$ cat src/rtl/sdt_pkg.sv
package sdt_pkg;
  localparam int unsigned SDT_PERIOD_W = 32;
  localparam int unsigned SDT_STATE_W  = 3;
  localparam logic [SDT_STATE_W-1:0] SDT_CODE_RDWAIT = 3'd3;
  localparam logic [SDT_STATE_W-1:0] SDT_CODE_BUSY   = 3'd5;

  typedef enum logic [1:0] {
    TRK_IDLE  = 2'd0,
    TRK_ARMED = 2'd1,
    TRK_SPENT = 2'd2
  } trk_phase_e;
endpackage

$ cat src/rtl/sdt_period_reg.sv
module sdt_period_reg #(
  parameter int unsigned WIDTH = 32
) (
  input  logic             clk,
  input  logic             rst_n,
  input  logic             wr_en,
  input  logic [WIDTH-1:0] wr_data,
  output logic [WIDTH-1:0] period
);
  logic [WIDTH-1:0] period_d;
  logic [WIDTH-1:0] period_q;

  always_comb begin
    period_d = period_q;
    if (wr_en) period_d = wr_data;
  end

  always_ff @(posedge clk or negedge rst_n) begin
    if (!rst_n) period_q <= '0;
    else        period_q <= period_d;
  end

  assign period = period_q;


  period_write_chk: assert property (@(posedge clk) disable iff (!rst_n)
    wr_en |=> (period == $past(wr_data)));
endmodule

$ cat src/rtl/sdt_entry_detect.sv
module sdt_entry_detect #(
  parameter int unsigned            STATE_W   = 3,
  parameter logic [STATE_W-1:0]     CODE_RDW  = 3'd3,
  parameter logic [STATE_W-1:0]     CODE_BSY  = 3'd5
) (
  input  logic               clk,
  input  logic               rst_n,
  input  logic [STATE_W-1:0] state,
  output logic               in_wait,
  output logic               entry
);
  logic [STATE_W-1:0] prev_q;
  logic [STATE_W-1:0] prev_d;
  logic               is_rdw;
  logic               is_bsy;

  always_comb begin
    is_rdw  = (state == CODE_RDW);
    is_bsy  = (state == CODE_BSY);
    in_wait = is_rdw | is_bsy;
    entry   = in_wait && (state != prev_q);
    prev_d  = state;
  end

  always_ff @(posedge clk or negedge rst_n) begin
    if (!rst_n) prev_q <= '0;
    else        prev_q <= prev_d;
  end
endmodule

$ cat src/rtl/sdt_down_counter.sv
module sdt_down_counter
  import sdt_pkg::*;
#(
  parameter int unsigned WIDTH = 32
) (
  input  logic             clk,
  input  logic             rst_n,
  input  logic             entry,
  input  logic             in_wait,
  input  logic             tick,
  input  logic [WIDTH-1:0] load_val,
  output logic             expire
);
  localparam logic [WIDTH-1:0] ONE = {{(WIDTH-1){1'b0}}, 1'b1};

  logic [WIDTH-1:0] cnt_q;
  logic [WIDTH-1:0] cnt_d;
  trk_phase_e       ph_q;
  trk_phase_e       ph_d;

  always_comb begin
    cnt_d  = cnt_q;
    ph_d   = ph_q;
    expire = 1'b0;
    if (entry) begin
      cnt_d = load_val;
      ph_d  = TRK_ARMED;
    end else if (!in_wait) begin
      ph_d = TRK_IDLE;
    end else if ((ph_q == TRK_ARMED) && tick) begin
      if (cnt_q <= ONE) begin
        cnt_d  = '0;
        expire = 1'b1;
        ph_d   = TRK_SPENT;
      end else begin
        cnt_d = cnt_q - ONE;
      end
    end
  end

  always_ff @(posedge clk or negedge rst_n) begin
    if (!rst_n) begin
      cnt_q <= '0;
      ph_q  <= TRK_IDLE;
    end else begin
      cnt_q <= cnt_d;
      ph_q  <= ph_d;
    end
  end


  load_on_entry_chk: assert property (@(posedge clk) disable iff (!rst_n)
    entry |=> (cnt_q == $past(load_val)));


  hold_outside_wait_chk: assert property (@(posedge clk) disable iff (!rst_n)
    !in_wait |=> $stable(cnt_q));


  never_count_up_chk: assert property (@(posedge clk) disable iff (!rst_n)
    !entry |=> (cnt_q <= $past(cnt_q)));


  single_expiry_chk: assert property (@(posedge clk) disable iff (!rst_n)
    ((ph_q == TRK_SPENT) && !entry) |-> !expire);
endmodule

$ cat src/rtl/sdt_sticky_flag.sv
module sdt_sticky_flag (
  input  logic clk,
  input  logic rst_n,
  input  logic set,
  input  logic clr,
  output logic flag
);
  logic flag_q;
  logic flag_d;

  always_comb begin
    flag_d = flag_q;
    if (clr) flag_d = 1'b0;
    if (set) flag_d = 1'b1;
  end

  always_ff @(posedge clk or negedge rst_n) begin
    if (!rst_n) flag_q <= 1'b0;
    else        flag_q <= flag_d;
  end

  assign flag = flag_q;


  flag_sticky_chk: assert property (@(posedge clk) disable iff (!rst_n)
    (flag && !clr) |=> flag);


  set_wins_chk: assert property (@(posedge clk) disable iff (!rst_n)
    set |=> flag);


  clear_works_chk: assert property (@(posedge clk) disable iff (!rst_n)
    (clr && !set) |=> !flag);
endmodule

$ cat src/rtl/sd_data_timeout.sv
module sd_data_timeout
  import sdt_pkg::*;
#(
  parameter int unsigned        PERIOD_W = SDT_PERIOD_W,
  parameter int unsigned        STATE_W  = SDT_STATE_W,
  parameter logic [STATE_W-1:0] CODE_RDW = SDT_CODE_RDWAIT,
  parameter logic [STATE_W-1:0] CODE_BSY = SDT_CODE_BUSY
) (
  input  logic                clk,
  input  logic                rst_n,
  input  logic                reg_wr,
  input  logic [PERIOD_W-1:0] reg_wdata,
  output logic [PERIOD_W-1:0] reg_rdata,
  input  logic                card_tick,
  input  logic [STATE_W-1:0]  dp_state,
  input  logic                status_clr,
  output logic                timeout_flag
);
  logic [1:0]          rst_pipe_q;
  logic                rst_sync_n;
  logic [PERIOD_W-1:0] period;
  logic                in_wait;
  logic                entry;
  logic                expire;

  always_ff @(posedge clk or negedge rst_n) begin
    if (!rst_n) rst_pipe_q <= 2'b00;
    else        rst_pipe_q <= {rst_pipe_q[0], 1'b1};
  end
  assign rst_sync_n = rst_pipe_q[1];

  sdt_period_reg #(.WIDTH(PERIOD_W)) u_period (
    .clk     (clk),
    .rst_n   (rst_sync_n),
    .wr_en   (reg_wr),
    .wr_data (reg_wdata),
    .period  (period)
  );

  sdt_entry_detect #(
    .STATE_W  (STATE_W),
    .CODE_RDW (CODE_RDW),
    .CODE_BSY (CODE_BSY)
  ) u_entry (
    .clk     (clk),
    .rst_n   (rst_sync_n),
    .state   (dp_state),
    .in_wait (in_wait),
    .entry   (entry)
  );

  sdt_down_counter #(.WIDTH(PERIOD_W)) u_count (
    .clk      (clk),
    .rst_n    (rst_sync_n),
    .entry    (entry),
    .in_wait  (in_wait),
    .tick     (card_tick),
    .load_val (period),
    .expire   (expire)
  );

  sdt_sticky_flag u_flag (
    .clk   (clk),
    .rst_n (rst_sync_n),
    .set   (expire),
    .clr   (status_clr),
    .flag  (timeout_flag)
  );

  assign reg_rdata = period;


  rise_only_waiting_chk: assert property (@(posedge clk) disable iff (!rst_sync_n)
    $rose(timeout_flag) |-> $past(in_wait));


  idle_tick_harmless_chk: assert property (@(posedge clk) disable iff (!rst_sync_n)
    (!in_wait && !timeout_flag) |=> !timeout_flag);
endmodule

$ cat config.mk
export PLATFORM = sky130hd
export DESIGN_NAME = sd_data_timeout
export DESIGN_NICKNAME = d
export VERILOG_FILES = /design/src/rtl/sdt_pkg.sv /design/src/rtl/sdt_period_reg.sv /design/src/rtl/sdt_entry_detect.sv /design/src/rtl/sdt_down_counter.sv /design/src/rtl/sdt_sticky_flag.sv /design/src/rtl/sd_data_timeout.sv
export SDC_FILE = /design/constraint.sdc
export NUM_CORES = 1
export LEC_CHECK = 0
export ABC_AREA = 1
export BUFFER_PORTS_ARGS = -buffer_cell sky130_fd_sc_hd__buf_4
export CAP_MARGIN = 20
export CORE_ASPECT_RATIO = 1.75
export CORE_MARGIN = 2
export CORE_UTILIZATION = 60
export CTS_CLUSTER_SIZE = 25
export DETAILED_ROUTE_END_ITERATION = 8
export PLACE_DENSITY = 0.85
export SETUP_SLACK_MARGIN = 0.2
export SYNTH_ARGS = -nofsm -noshare
export SYNTH_HDL_FRONTEND = slang
export SYNTH_SLANG_ARGS = --single-unit
$ cat constraint.sdc
create_clock -name clk -period 3.5 [get_ports clk]
set_input_delay 0.175 -clock clk [delete_from_list [all_inputs] [get_ports clk]]
set_output_delay 0.175 -clock clk [all_outputs]
set_load 0.005 [all_outputs]
Word-level counts from Yosys, hierarchy flattened --
Index checks and enable logic that the tools add are counted.
Storage, ports and cells: word-level logic and storage cells 36, flip-flop bits (word level) 72, input bits 40
Operators by class: order comparisons 1, bitwise logic cells 1, add/sub/neg operators 1, reductions and logical operators 7, equality and inequality tests 6, multiplexer cells 14
Operator list (number):
- two-way mux 32 bit | 4
- <= comparator 32 x 1 -> 1 bit, second input constant | 1
- subtractor 32 x 1 -> 32 bit, second input constant | 1
- two-way mux 2 bit | 4
- two-way mux 1 bit | 6
- != test 3 bit, second input constant | 2
- nonzero test 2 bit | 3
- AND reduction 2 bit | 2
- equality test 3 x 2 -> 1 bit, second input constant | 1
- equality test 3 bit, second input constant | 1
- != test 3 bit | 1
- equality test 2 x 1 -> 1 bit, second input constant | 1
- logical AND 1 bit | 2
- bitwise OR 1 bit | 1

Longest topological paths before layout --
Gate-level depths: netlist of run 1.
depth in word-level cells 6, depth in mapped cells 12, mapped depth without buffers 11

Hierarchy --
Synthesis of run 1 repeated with hierarchy kept, for this count alone.
Second synthesis, totals: cells, all modules 548, area total of the unflattened synthesis 4021.4 sq um
By module, submodules not included:
- sdt_down_counter | area an instance 2487.4 sq um, cells each 385, instances 1
- sdt_period_reg | area an instance 1292.5 sq um, cells each 136, instances 1
- sdt_entry_detect | area an instance 147.6 sq um, cells each 19, instances 1
- sd_data_timeout | area an instance 53.8 sq um, cells each 3, instances 1
- sdt_sticky_flag | area an instance 40.0 sq um, cells each 5, instances 1

Worst setup path after synthesis of run 1 --
Ideal clock, no wire load.
path type reg2reg, start point register u_count.cnt_q[0], end point register u_count.cnt_q[17], required time 3.378 ns, path buffers 1, library setup time 0.122 ns, stages on the path, launching flop included 13, data arrival time 1.540 ns, setup slack 1.838 ns, cell sequence dfrtp_1 inv_1 ha_1 inv_1 nand2_1 nand2_1 nor2_1 nand3_1 nor2_4 nor2_8 buf_6 nand2_1 a21oi_1
Between the ends: cells in the longest elaborated chain, start to end 5, elaborated cells on any way between the ends 6, classes of those cells 1 x add/sub; 1 x order compare; 4 x mux
Ends and longest elaborated chain:
- from (decl) | RTL line sdt_down_counter.sv:16 | logic [WIDTH-1:0] cnt_q;
- from (signal assigned) | RTL line sdt_down_counter.sv:46 | cnt_q <= cnt_d;
- subtractor 32 x 1 -> 32 bit / <= comparator 32 x 1 -> 1 bit (equally long branches) | RTL line sdt_down_counter.sv:36, sdt_down_counter.sv:31
- two-way mux 32 bit (*) | RTL line sdt_down_counter.sv:31 | if (cnt_q <= ONE) begin
- two-way mux 32 bit (*) | RTL line sdt_down_counter.sv:30 | end else if ((ph_q == TRK_ARMED) && tick) begin
- two-way mux 32 bit (*) | RTL line sdt_down_counter.sv:28 | end else if (!in_wait) begin
- two-way mux 32 bit (*) | RTL line sdt_down_counter.sv:25 | if (entry) begin
Every way passes the cells marked *; elsewhere a longest branch is shown, timed or not. The select of a mux whose other input is x is not followed. A chain may end at the register's enable or synchronous reset.

Worst setup path after layout of run 1 --
start point input dp_state[0], end point register u_count.cnt_q[3]
Between the ends: cells in the longest elaborated chain, start to end 5, elaborated cells on any way between the ends 9, classes of those cells 3 x eq/ne; 1 x mux; 1 x bitwise; 4 x reduce/logical
Ends and longest elaborated chain:
- from (decl) | RTL line sd_data_timeout.sv:15 | input logic [STATE_W-1:0] dp_state,
- equality test 3 x 2 -> 1 bit / equality test 3 bit (equally long branches) | RTL line sdt_entry_detect.sv:18, sdt_entry_detect.sv:19
- bitwise OR 1 bit | RTL line sdt_entry_detect.sv:20 | in_wait = is_rdw | is_bsy;
- logical AND 1 bit | RTL line sdt_entry_detect.sv:21 | entry = in_wait && (state != prev_q);
- nonzero test 2 bit (no line)
- AND reduction 2 bit (no line)
Parallel ways exist; a longest one is shown, timed or not.

==> results of run 1 <==
## logic make-up (layout without fill, tap and decap cells)
kind of cell               Yosys count  in the layout
and+or+nand+nor                    224            224
AOI/OAI and AO/OA                   77             77
DFF                                 72             72
buffers and inverters               43            122
muxes                               32             32
xor gates and xnor gates            13             13
adders and majority gates            2              2
other                                1              1
## power groups by stage
stage / Clock [mW] / Sequential, mW / Combinational, mW
after floorplan: 0 / 1.15 / 0.524
after global routing: 0.937 / 1.20 / 0.804
after global placement: 0 / 1.19 / 0.683
after detailed placement: 0 / 1.19 / 0.709
after CTS: 0.911 / 1.18 / 0.720
final: 0.901 / 1.18 / 0.714
## cell usage after synthesis, types with 2 or more instances
| master | count |
|---|---|
| sky130_fd_sc_hd__buf_2 | 10 |
| sky130_fd_sc_hd__nor2_1 | 90 |
| sky130_fd_sc_hd__or2_2 | 2 |
| sky130_fd_sc_hd__dfrtp_1 | 72 |
| sky130_fd_sc_hd__nor2_4 | 2 |
| sky130_fd_sc_hd__o21ai_0 | 6 |
| sky130_fd_sc_hd__xor2_1 | 4 |
| sky130_fd_sc_hd__mux2_2 | 27 |
| sky130_fd_sc_hd__nand2_2 | 14 |
| sky130_fd_sc_hd__ha_1 | 2 |
| sky130_fd_sc_hd__nor2_2 | 5 |
| sky130_fd_sc_hd__nand3_2 | 17 |
| sky130_fd_sc_hd__nor3_1 | 4 |
| sky130_fd_sc_hd__nand2_1 | 64 |
| sky130_fd_sc_hd__xnor2_1 | 9 |
| sky130_fd_sc_hd__inv_2 | 2 |
| sky130_fd_sc_hd__inv_1 | 25 |
| sky130_fd_sc_hd__o21bai_1 | 6 |
| sky130_fd_sc_hd__buf_6 | 3 |
| sky130_fd_sc_hd__nand4_1 | 9 |
| sky130_fd_sc_hd__clkbuf_1 | 3 |
| sky130_fd_sc_hd__a21oi_1 | 40 |
| sky130_fd_sc_hd__nand3_1 | 12 |
| sky130_fd_sc_hd__mux2_1 | 5 |
| sky130_fd_sc_hd__a21oi_2 | 24 |
## cell type report
cell class	instances	area [sq um]
clock buffer	12	246
clock inverter	4	45.0
fill	475	1560
inverter	27	101
multi-input combinational	349	2080
sequential	72	1800
tap	82	103
timing repair buffer	79	603
## per-layer routing
layer,up-vias,part of all wire [%]
met5,-,0
met4,0,3.2
met3,28,4.7
met2,103,57
met1,1675,35
li1,1685,-
## path summary, 6_finish.rpt
kind                                         from  slack, ns                 end
worst max-delay path                  dp_state[0]       1.14    u_count.cnt_q[3]
max in group asynchronous           rst_pipe_q[1]       2.66   u_count.cnt_q[23]
worst min register to register      rst_pipe_q[1]       0.15  u_period.period[8]
worst min-delay path                   status_clr       0.05         u_flag.flag
min in group asynchronous           rst_pipe_q[1]       0.15  u_period.period[8]
worst max register to register  u_entry.prev_q[0]       1.34    u_count.cnt_q[3]
## through the flow
step	utilization (%)	worst slack [ns]	power, mW
after floorplan	-	1.35	1.68
after global placement	71.1	1.50	1.87
after detailed placement	71.1	1.36	1.90
after CTS	76.2	1.19	2.81
after global routing	76.2	0.991	2.94
final	76.2	1.14	2.80
## timing repair
item | CTS | global route
hold buffers | 4 | 0
hold endpoints to repair | 5 | 0
resized for setup | 0 | 0
endpoints found under the setup margin | 0 | 0
## layout by cell type (no fill, tap or decap), types with 4 or more instances in the layout
cell,instances
sky130_fd_sc_hd__a21oi_1,40
sky130_fd_sc_hd__a21oi_2,24
sky130_fd_sc_hd__buf_4,75
sky130_fd_sc_hd__clkbuf_16,9
sky130_fd_sc_hd__dfrtp_1,71
sky130_fd_sc_hd__dlygate4sd3_1,4
sky130_fd_sc_hd__inv_1,25
sky130_fd_sc_hd__mux2_1,5
sky130_fd_sc_hd__mux2_2,27
sky130_fd_sc_hd__nand2_1,64
sky130_fd_sc_hd__nand2_2,14
sky130_fd_sc_hd__nand3_1,12
sky130_fd_sc_hd__nand3_2,17
sky130_fd_sc_hd__nand4_1,9
sky130_fd_sc_hd__nor2_1,90
sky130_fd_sc_hd__nor2_2,5
sky130_fd_sc_hd__nor3_1,4
sky130_fd_sc_hd__o21ai_0,6
sky130_fd_sc_hd__o21bai_1,6
sky130_fd_sc_hd__xnor2_1,9
sky130_fd_sc_hd__xor2_1,4
## state kept, by name, summed over array words and instances, names as in the netlist
name	flops
rst_pipe_q	2
u_count.cnt_q	32
u_count.ph_q	2
u_entry.prev_q	3
u_flag.flag	1
u_period.period	32
==> impl_metrics.xml, run 1 <==
<?xml version="1.0" encoding="UTF-8"?>
<metrics>
  <group name="status">
    <metric name="outcome" unit="">complete, no violations</metric>
  </group>
  <group name="setup_path">
    <metric name="critical_path.startpoint_type" unit="">input pin</metric>
    <metric name="timing.critical_path.required" unit="ns">3.76</metric>
    <metric name="criticalPathCategory" unit="">in2reg</metric>
    <metric name="r2r.worst_path.cells" unit="">7</metric>
    <metric name="cp.buffers_inverters" unit="">3</metric>
    <metric name="crit_family" unit="">buffers and inverters</metric>
    <metric name="path_cells" unit="">dlygate4sd3_1 -&gt; buf_4 -&gt; xnor2_1 -&gt; nand3_1 -&gt; nand2_1 -&gt; inv_2 -&gt; nor2_8 -&gt; o21ai_0 -&gt; a21oi_1</metric>
    <metric name="worst_path_largest_cell_delay" unit="ns">0.61</metric>
    <metric name="worst-path-max-fanout" unit="">33</metric>
    <metric name="cp-end-kind" unit="">register</metric>
    <metric name="worstPathArrival" unit="ns">2.61</metric>
    <metric name="worst_path_max_delay_cell" unit="">sky130_fd_sc_hd__nor2_8</metric>
    <metric name="worst-path-stages" unit="">9</metric>
  </group>
  <group name="grt">
    <metric name="grt_first_pass_wirelength" unit="um">16500</metric>
    <metric name="grt_pass1_vias" unit="">3687</metric>
    <metric name="number_of_antenna_violations_at_the_first_check_in_global_routing" unit="">0</metric>
    <metric name="grt_overflow_total" unit="">0</metric>
    <metric name="grt.met3_usage" unit="%">3.58</metric>
    <metric name="grt_use_total" unit="%">28.7</metric>
    <metric name="gr-max-usage-layer" unit="">met2</metric>
    <metric name="grtUsageMet2" unit="%">52.1</metric>
    <metric name="gr-usage-met1" unit="%">30.5</metric>
    <metric name="grt_max_degree" unit="">34</metric>
  </group>
  <group name="logic_synthesis">
    <metric name="synth_sequential_area_ratio" unit="%">44.2</metric>
    <metric name="synth_ff_type" unit="">sky130_fd_sc_hd__dfrtp_1</metric>
    <metric name="synth.mux.area_fraction" unit="%">8.83</metric>
    <metric name="register_bit_count_reported_by_yosys" unit="">72</metric>
    <metric name="synthDistinctLibCells" unit="">32</metric>
    <metric name="synth_area_leader_cell" unit="">sky130_fd_sc_hd__dfrtp_1</metric>
    <metric name="area_fraction_in_and_or_nand_and_nor_cells_after_synthesis" unit="%">26.7</metric>
    <metric name="synthTopCellsByArea" unit="">sky130_fd_sc_hd__dfrtp_1 (44%), sky130_fd_sc_hd__nor2_1 (8.3%), sky130_fd_sc_hd__mux2_2 (7.5%)</metric>
    <metric name="netlist_area" unit="sq um">4080</metric>
    <metric name="synth_nets" unit="">506</metric>
    <metric name="largest_family_of_logic_cells_by_synthesized_area" unit="">simple AND/OR/NAND/NOR gates</metric>
    <metric name="synth_top_area_share" unit="%">44.2</metric>
    <metric name="synth_cells" unit="">464</metric>
    <metric name="asyncSetResetFlopFracSynth" unit="%">100</metric>
    <metric name="synth-edff-count" unit="">0</metric>
    <metric name="fraction_of_the_mapped_netlist_area_in_compound_gates" unit="%">12.0</metric>
    <metric name="post_synth_fa_ha_maj_area_fraction" unit="%">0.613</metric>
    <metric name="synth-xor-area-share" unit="%">2.79</metric>
    <metric name="synth-warning-count" unit="">0</metric>
    <metric name="syn_area_per_cell" unit="sq um">8.79</metric>
  </group>
  <group name="sta">
    <metric name="worst_pin_slew" unit="ns">0.698</metric>
    <metric name="layout_worst_path_cycle_share" unit="%">67.3</metric>
    <metric name="period_minus_slack" unit="ns">2.36</metric>
    <metric name="maxClockFrequency" unit="MHz">425</metric>
    <metric name="worst_clock_skew" unit="ns">0.00508</metric>
    <metric name="report.final.setup_viol" unit="">0</metric>
    <metric name="final_hold_viol_count" unit="">0</metric>
    <metric name="setup_total_negative_slack" unit="ns">0</metric>
    <metric name="grt_setup_unrepaired" unit="">no</metric>
    <metric name="timing.slew.headroom" unit="%">53.4</metric>
    <metric name="hold-worst-slack" unit="ns">0.0462</metric>
    <metric name="maxSlewViolCount" unit="">0</metric>
  </group>
  <group name="placed_design">
    <metric name="place_hpwl" unit="um">7020</metric>
    <metric name="io_buffer_count" unit="">72</metric>
    <metric name="placed_cell_area" unit="sq um">4650</metric>
    <metric name="gp_congestion" unit="">0.938</metric>
    <metric name="place.detailed.instances" unit="">605</metric>
  </group>
  <group name="clock_tree">
    <metric name="insertion_delay" unit="ns">0.33</metric>
    <metric name="cts_root_buffer_type" unit="">sky130_fd_sc_hd__clkbuf_16</metric>
    <metric name="post-cts-setup-buffers" unit="">0</metric>
    <metric name="cts_num_sinks" unit="">72</metric>
    <metric name="cts_buffers" unit="">9</metric>
    <metric name="clock_tree.buffer_depth" unit="">2</metric>
    <metric name="h-tree-depth" unit="">3</metric>
    <metric name="tritoncts" unit="">built</metric>
    <metric name="cts.clk_slew.worst_paths" unit="ns">0.05</metric>
  </group>
  <group name="route">
    <metric name="route.final.wire_length" unit="um">9850</metric>
    <metric name="detailedRoute.firstPassIterationCount" unit="">4</metric>
    <metric name="route.antenna.remaining_nets" unit="">0</metric>
    <metric name="post-route-drc-count" unit="">0</metric>
    <metric name="post_drt_via_cell_ratio" unit="">5.59</metric>
    <metric name="detail_route.iter0.violations" unit="">283</metric>
    <metric name="vias" unit="">3491</metric>
    <metric name="post_drt_wl_per_cell" unit="um">15.8</metric>
  </group>
  <group name="final_layout">
    <metric name="layout-area-overhead-vs-synth" unit="%">22.1</metric>
    <metric name="summed_area_of_non_filler_cells_in_the_final_layout" unit="sq um">4980</metric>
    <metric name="drive_above_1_share" unit="%">34.1</metric>
    <metric name="antenna_cells_inserted" unit="">0</metric>
    <metric name="layoutNonFillerInstCount" unit="">625</metric>
    <metric name="num-nets-final" unit="">580</metric>
  </group>
  <group name="power">
    <metric name="net-switching-power" unit="uW">905</metric>
    <metric name="vdd_drop_max" unit="mV">0.435</metric>
    <metric name="sequentialPowerShare" unit="%">42.2</metric>
    <metric name="leakage" unit="nW">2.22</metric>
    <metric name="internal_power" unit="mW">1.89</metric>
    <metric name="clockPowerShare" unit="%">32.2</metric>
    <metric name="netSwitchingFraction" unit="%">32.4</metric>
    <metric name="p_comb_share" unit="%">25.5</metric>
    <metric name="powerDensity" unit="nW/um^2">561</metric>
  </group>
  <group name="floorplanning">
    <metric name="start_util" unit="%">62.4</metric>
    <metric name="die_w" unit="um">66.3</metric>
    <metric name="core.rowCount" unit="">39</metric>
    <metric name="placeableCoreArea" unit="sq um">6540</metric>
    <metric name="boundaryPins" unit="">73</metric>
    <metric name="fp.dieH" unit="um">113</metric>
    <metric name="die-area" unit="sq um">7500</metric>
  </group>
  <group name="min_path">
    <metric name="hp-class" unit="">in2reg</metric>
    <metric name="timing.hold.worst_path_depth" unit="">2</metric>
  </group>
  <group name="flow_run">
    <metric name="drv.max_cap_violation_count" unit="">0</metric>
  </group>
</metrics>
Note: power is estimated with default switching activity, not from simulation.
==> run 2: changes to the inputs <==
--- a/config.mk
+++ b/config.mk
@@ -10,10 +10,10 @@
 export CAP_MARGIN = 20
 export CORE_ASPECT_RATIO = 1.75
 export CORE_MARGIN = 2
-export CORE_UTILIZATION = 60
+export CORE_UTILIZATION = 51
 export CTS_CLUSTER_SIZE = 25
 export DETAILED_ROUTE_END_ITERATION = 8
-export PLACE_DENSITY = 0.85
+export PLACE_DENSITY = 0.77
 export SETUP_SLACK_MARGIN = 0.2
 export SYNTH_ARGS = -nofsm -noshare
 export SYNTH_HDL_FRONTEND = slang
==> constraint.sdc (replaced) <==
create_clock -name clk -period 2.1 [get_ports clk]
set_input_delay 0.105 -clock clk [delete_from_list [all_inputs] [get_ports clk]]
set_output_delay 0.105 -clock clk [all_outputs]
set_load 0.005 [all_outputs]
==> run 2 against run 1 <==
  * Critical path depth grew 3
  * Register-to-register slack worse by 1.0 ns
  * Die area grew 17%
  * Critical endpoint unchanged
  * Highest routed layer unchanged
==> impl_metrics.xml, run 2 (synthesis gave the netlist of run 1 again) <==
<?xml version="1.0" encoding="UTF-8"?>
<metrics>
  <group name="route">
    <metric name="detailedRoute.firstPassIterationCount" unit="">4</metric>
    <metric name="route.antenna.remaining_nets" unit="">0</metric>
    <metric name="detail_route.iter0.violations" unit="">191</metric>
    <metric name="post_drt_via_cell_ratio" unit="">5.36</metric>
    <metric name="post-route-drc-count" unit="">0</metric>
    <metric name="vias" unit="">3588</metric>
    <metric name="route.final.wire_length" unit="um">10500</metric>
    <metric name="post_drt_wl_per_cell" unit="um">15.7</metric>
  </group>
  <group name="sta">
    <metric name="worst_pin_slew" unit="ns">0.627</metric>
    <metric name="worst_clock_skew" unit="ns">0.00532</metric>
    <metric name="maxSlewViolCount" unit="">0</metric>
    <metric name="report.final.setup_viol" unit="">0</metric>
    <metric name="grt_setup_unrepaired" unit="">yes</metric>
    <metric name="layout_worst_path_cycle_share" unit="%">85.8</metric>
    <metric name="setup_total_negative_slack" unit="ns">0</metric>
    <metric name="period_minus_slack" unit="ns">1.80</metric>
    <metric name="maxClockFrequency" unit="MHz">555</metric>
    <metric name="final_hold_viol_count" unit="">0</metric>
    <metric name="timing.slew.headroom" unit="%">58.2</metric>
  </group>
  <group name="setup_path">
    <metric name="worst_path_max_delay_cell" unit="">sky130_fd_sc_hd__dfrtp_1</metric>
    <metric name="path_cells" unit="">inv_1 -&gt; ha_4 -&gt; inv_1 -&gt; nand2_1 -&gt; nand2_1 -&gt; nor2_1 -&gt; nand3_1 -&gt; nor2_4 -&gt; nor2_8 -&gt; buf_12 -&gt; o21ai_0 -&gt; a21oi_1</metric>
    <metric name="worst_path_largest_cell_delay" unit="ns">0.39</metric>
    <metric name="worstPathArrival" unit="ns">2.02</metric>
    <metric name="r2r_start" unit="">u_count.cnt_q[0]</metric>
    <metric name="cp-startpoint" unit="">u_count.cnt_q[0]</metric>
    <metric name="timing.critical_path.required" unit="ns">2.32</metric>
    <metric name="critical_path.startpoint_type" unit="">register</metric>
    <metric name="criticalPathCategory" unit="">reg2reg</metric>
    <metric name="worst-path-max-fanout" unit="">16</metric>
    <metric name="ff2ff_setup_slack" unit="ns">0.30</metric>
    <metric name="cp-end-kind" unit="">register</metric>
  </group>
  <group name="final_layout">
    <metric name="layout-area-overhead-vs-synth" unit="%">32.0</metric>
    <metric name="antenna_cells_inserted" unit="">0</metric>
    <metric name="layoutNonFillerInstCount" unit="">670</metric>
    <metric name="layout_common_cells" unit="">sky130_fd_sc_hd__nor2_1 (88), sky130_fd_sc_hd__buf_4 (78), sky130_fd_sc_hd__dfrtp_1 (71)</metric>
    <metric name="postLayoutCoreUtil" unit="%">68.6</metric>
    <metric name="summed_area_of_non_filler_cells_in_the_final_layout" unit="sq um">5390</metric>
    <metric name="final_common_cell" unit="">sky130_fd_sc_hd__nor2_1</metric>
    <metric name="num-nets-final" unit="">617</metric>
    <metric name="drive_above_1_share" unit="%">33.4</metric>
  </group>
  <group name="clock_tree">
    <metric name="insertion_delay" unit="ns">0.34</metric>
    <metric name="cts_num_sinks" unit="">72</metric>
    <metric name="cts.clk_slew.worst_paths" unit="ns">0.06</metric>
    <metric name="post-cts-setup-buffers" unit="">0</metric>
    <metric name="tritoncts" unit="">built</metric>
    <metric name="cts_buffers" unit="">9</metric>
    <metric name="cts_root_buffer_type" unit="">sky130_fd_sc_hd__clkbuf_16</metric>
    <metric name="clock_tree.buffer_depth" unit="">2</metric>
    <metric name="h-tree-depth" unit="">3</metric>
  </group>
  <group name="grt">
    <metric name="number_of_antenna_violations_at_the_first_check_in_global_routing" unit="">0</metric>
    <metric name="grt_first_pass_wirelength" unit="um">16900</metric>
    <metric name="grt_use_total" unit="%">25.0</metric>
    <metric name="grt_max_degree" unit="">33</metric>
    <metric name="grt_overflow_total" unit="">0</metric>
    <metric name="grt_pass1_vias" unit="">3719</metric>
  </group>
  <group name="floorplanning">
    <metric name="die-area" unit="sq um">8760</metric>
    <metric name="core.rowCount" unit="">43</metric>
    <metric name="die_w" unit="um">71.6</metric>
    <metric name="fp.dieH" unit="um">122</metric>
    <metric name="placeableCoreArea" unit="sq um">7860</metric>
    <metric name="start_util" unit="%">51.9</metric>
    <metric name="boundaryPins" unit="">73</metric>
  </group>
  <group name="power">
    <metric name="leakage" unit="nW">2.39</metric>
    <metric name="powerDensity" unit="nW/um^2">867</metric>
    <metric name="finalPower" unit="mW">4.67</metric>
    <metric name="vdd_drop_max" unit="mV">0.642</metric>
  </group>
  <group name="placed_design">
    <metric name="place_hpwl" unit="um">7370</metric>
    <metric name="io_buffer_count" unit="">72</metric>
    <metric name="place.detailed.instances" unit="">618</metric>
    <metric name="gp_congestion" unit="">0.894</metric>
    <metric name="placed_cell_area" unit="sq um">4720</metric>
  </group>
  <group name="min_path">
    <metric name="holdCritStartpoint" unit="">reg_wdata[22]</metric>
    <metric name="hp-class" unit="">in2reg</metric>
  </group>
  <group name="status">
    <metric name="outcome" unit="">complete, no violations</metric>
  </group>
  <group name="flow_run">
    <metric name="drv.max_cap_violation_count" unit="">0</metric>
  </group>
</metrics>
-- run 2: cell types whose count changed in the layout (fill, tap and decap cells not counted), sizes merged --
| cell | change |
|---|---|
| bufinv | -1 |
| clkbuf | +1 |
| clkinv | +1 |
| dlygate4sd3 | +31 |
| buf | +5 |
-- run 2: final timing paths --
path / to / cells past startpoint
max reg2reg: u_count.cnt_q[3] / 12
min reg2reg: u_period.period[10] / 0
max: u_count.cnt_q[3] / 12
min: u_period.period[22] / 2
max in group asynchronous: u_count.cnt_q[19] / 1
min in group asynchronous: rst_pipe_q[1] / 2
-- run 2: per-stage QoR --
stage          hold WS [ns]  worst slack, ns
2_1_floorplan        -0.191            0.438
3_3_place_gp         -0.113            0.267
3_5_place_dp         -0.112            0.172
4_1_cts            0.000684            0.210
5_1_grt             0.00245            0.176
6_report            0.00510            0.298
-- run 2: timing repair --
item                       4_1_cts  5_1_grt
resized for setup                1        5
gates cloned                     0        1
setup endpoints to repair        4       30
hold buffers                    34        1
hold endpoints to repair        35        1
-- run 2: per-layer routing --
layer	vias to the layer above	routed length (um)	track usage, %
li1	1763	-	-
met1	1736	3920	25.6
met2	69	6010	47.5
met3	20	276	4.93
met4	0	287	11.8
met5	-	0	0
-- run 2: power breakdown --
part	leakage, nW	switching, mW	internal (mW)
Combinational	1.43	0.663	0.630
Clock	0.136	0.566	0.823
Sequential	0.820	0.338	1.65
-- run 2: cell type report --
cell class,count,area (sq um)
Clock buffer,12,246
Clock inverter,4,20.0
Fill cell,620,2470
Inverter,27,104
Multi-Input combinational cell,349,2100
Sequential cell,72,1800
Tap cell,90,113
Timing Repair Buffer,116,1000
-- run 2: critical path, delay by kind of cell, from the launching register on --
family	cells	cell delay (ns)
compound gates	2	0.16
flops	1	0.39
buf+inv	3	0.37
fa+ha+maj	1	0.19
simple gates	6	0.55
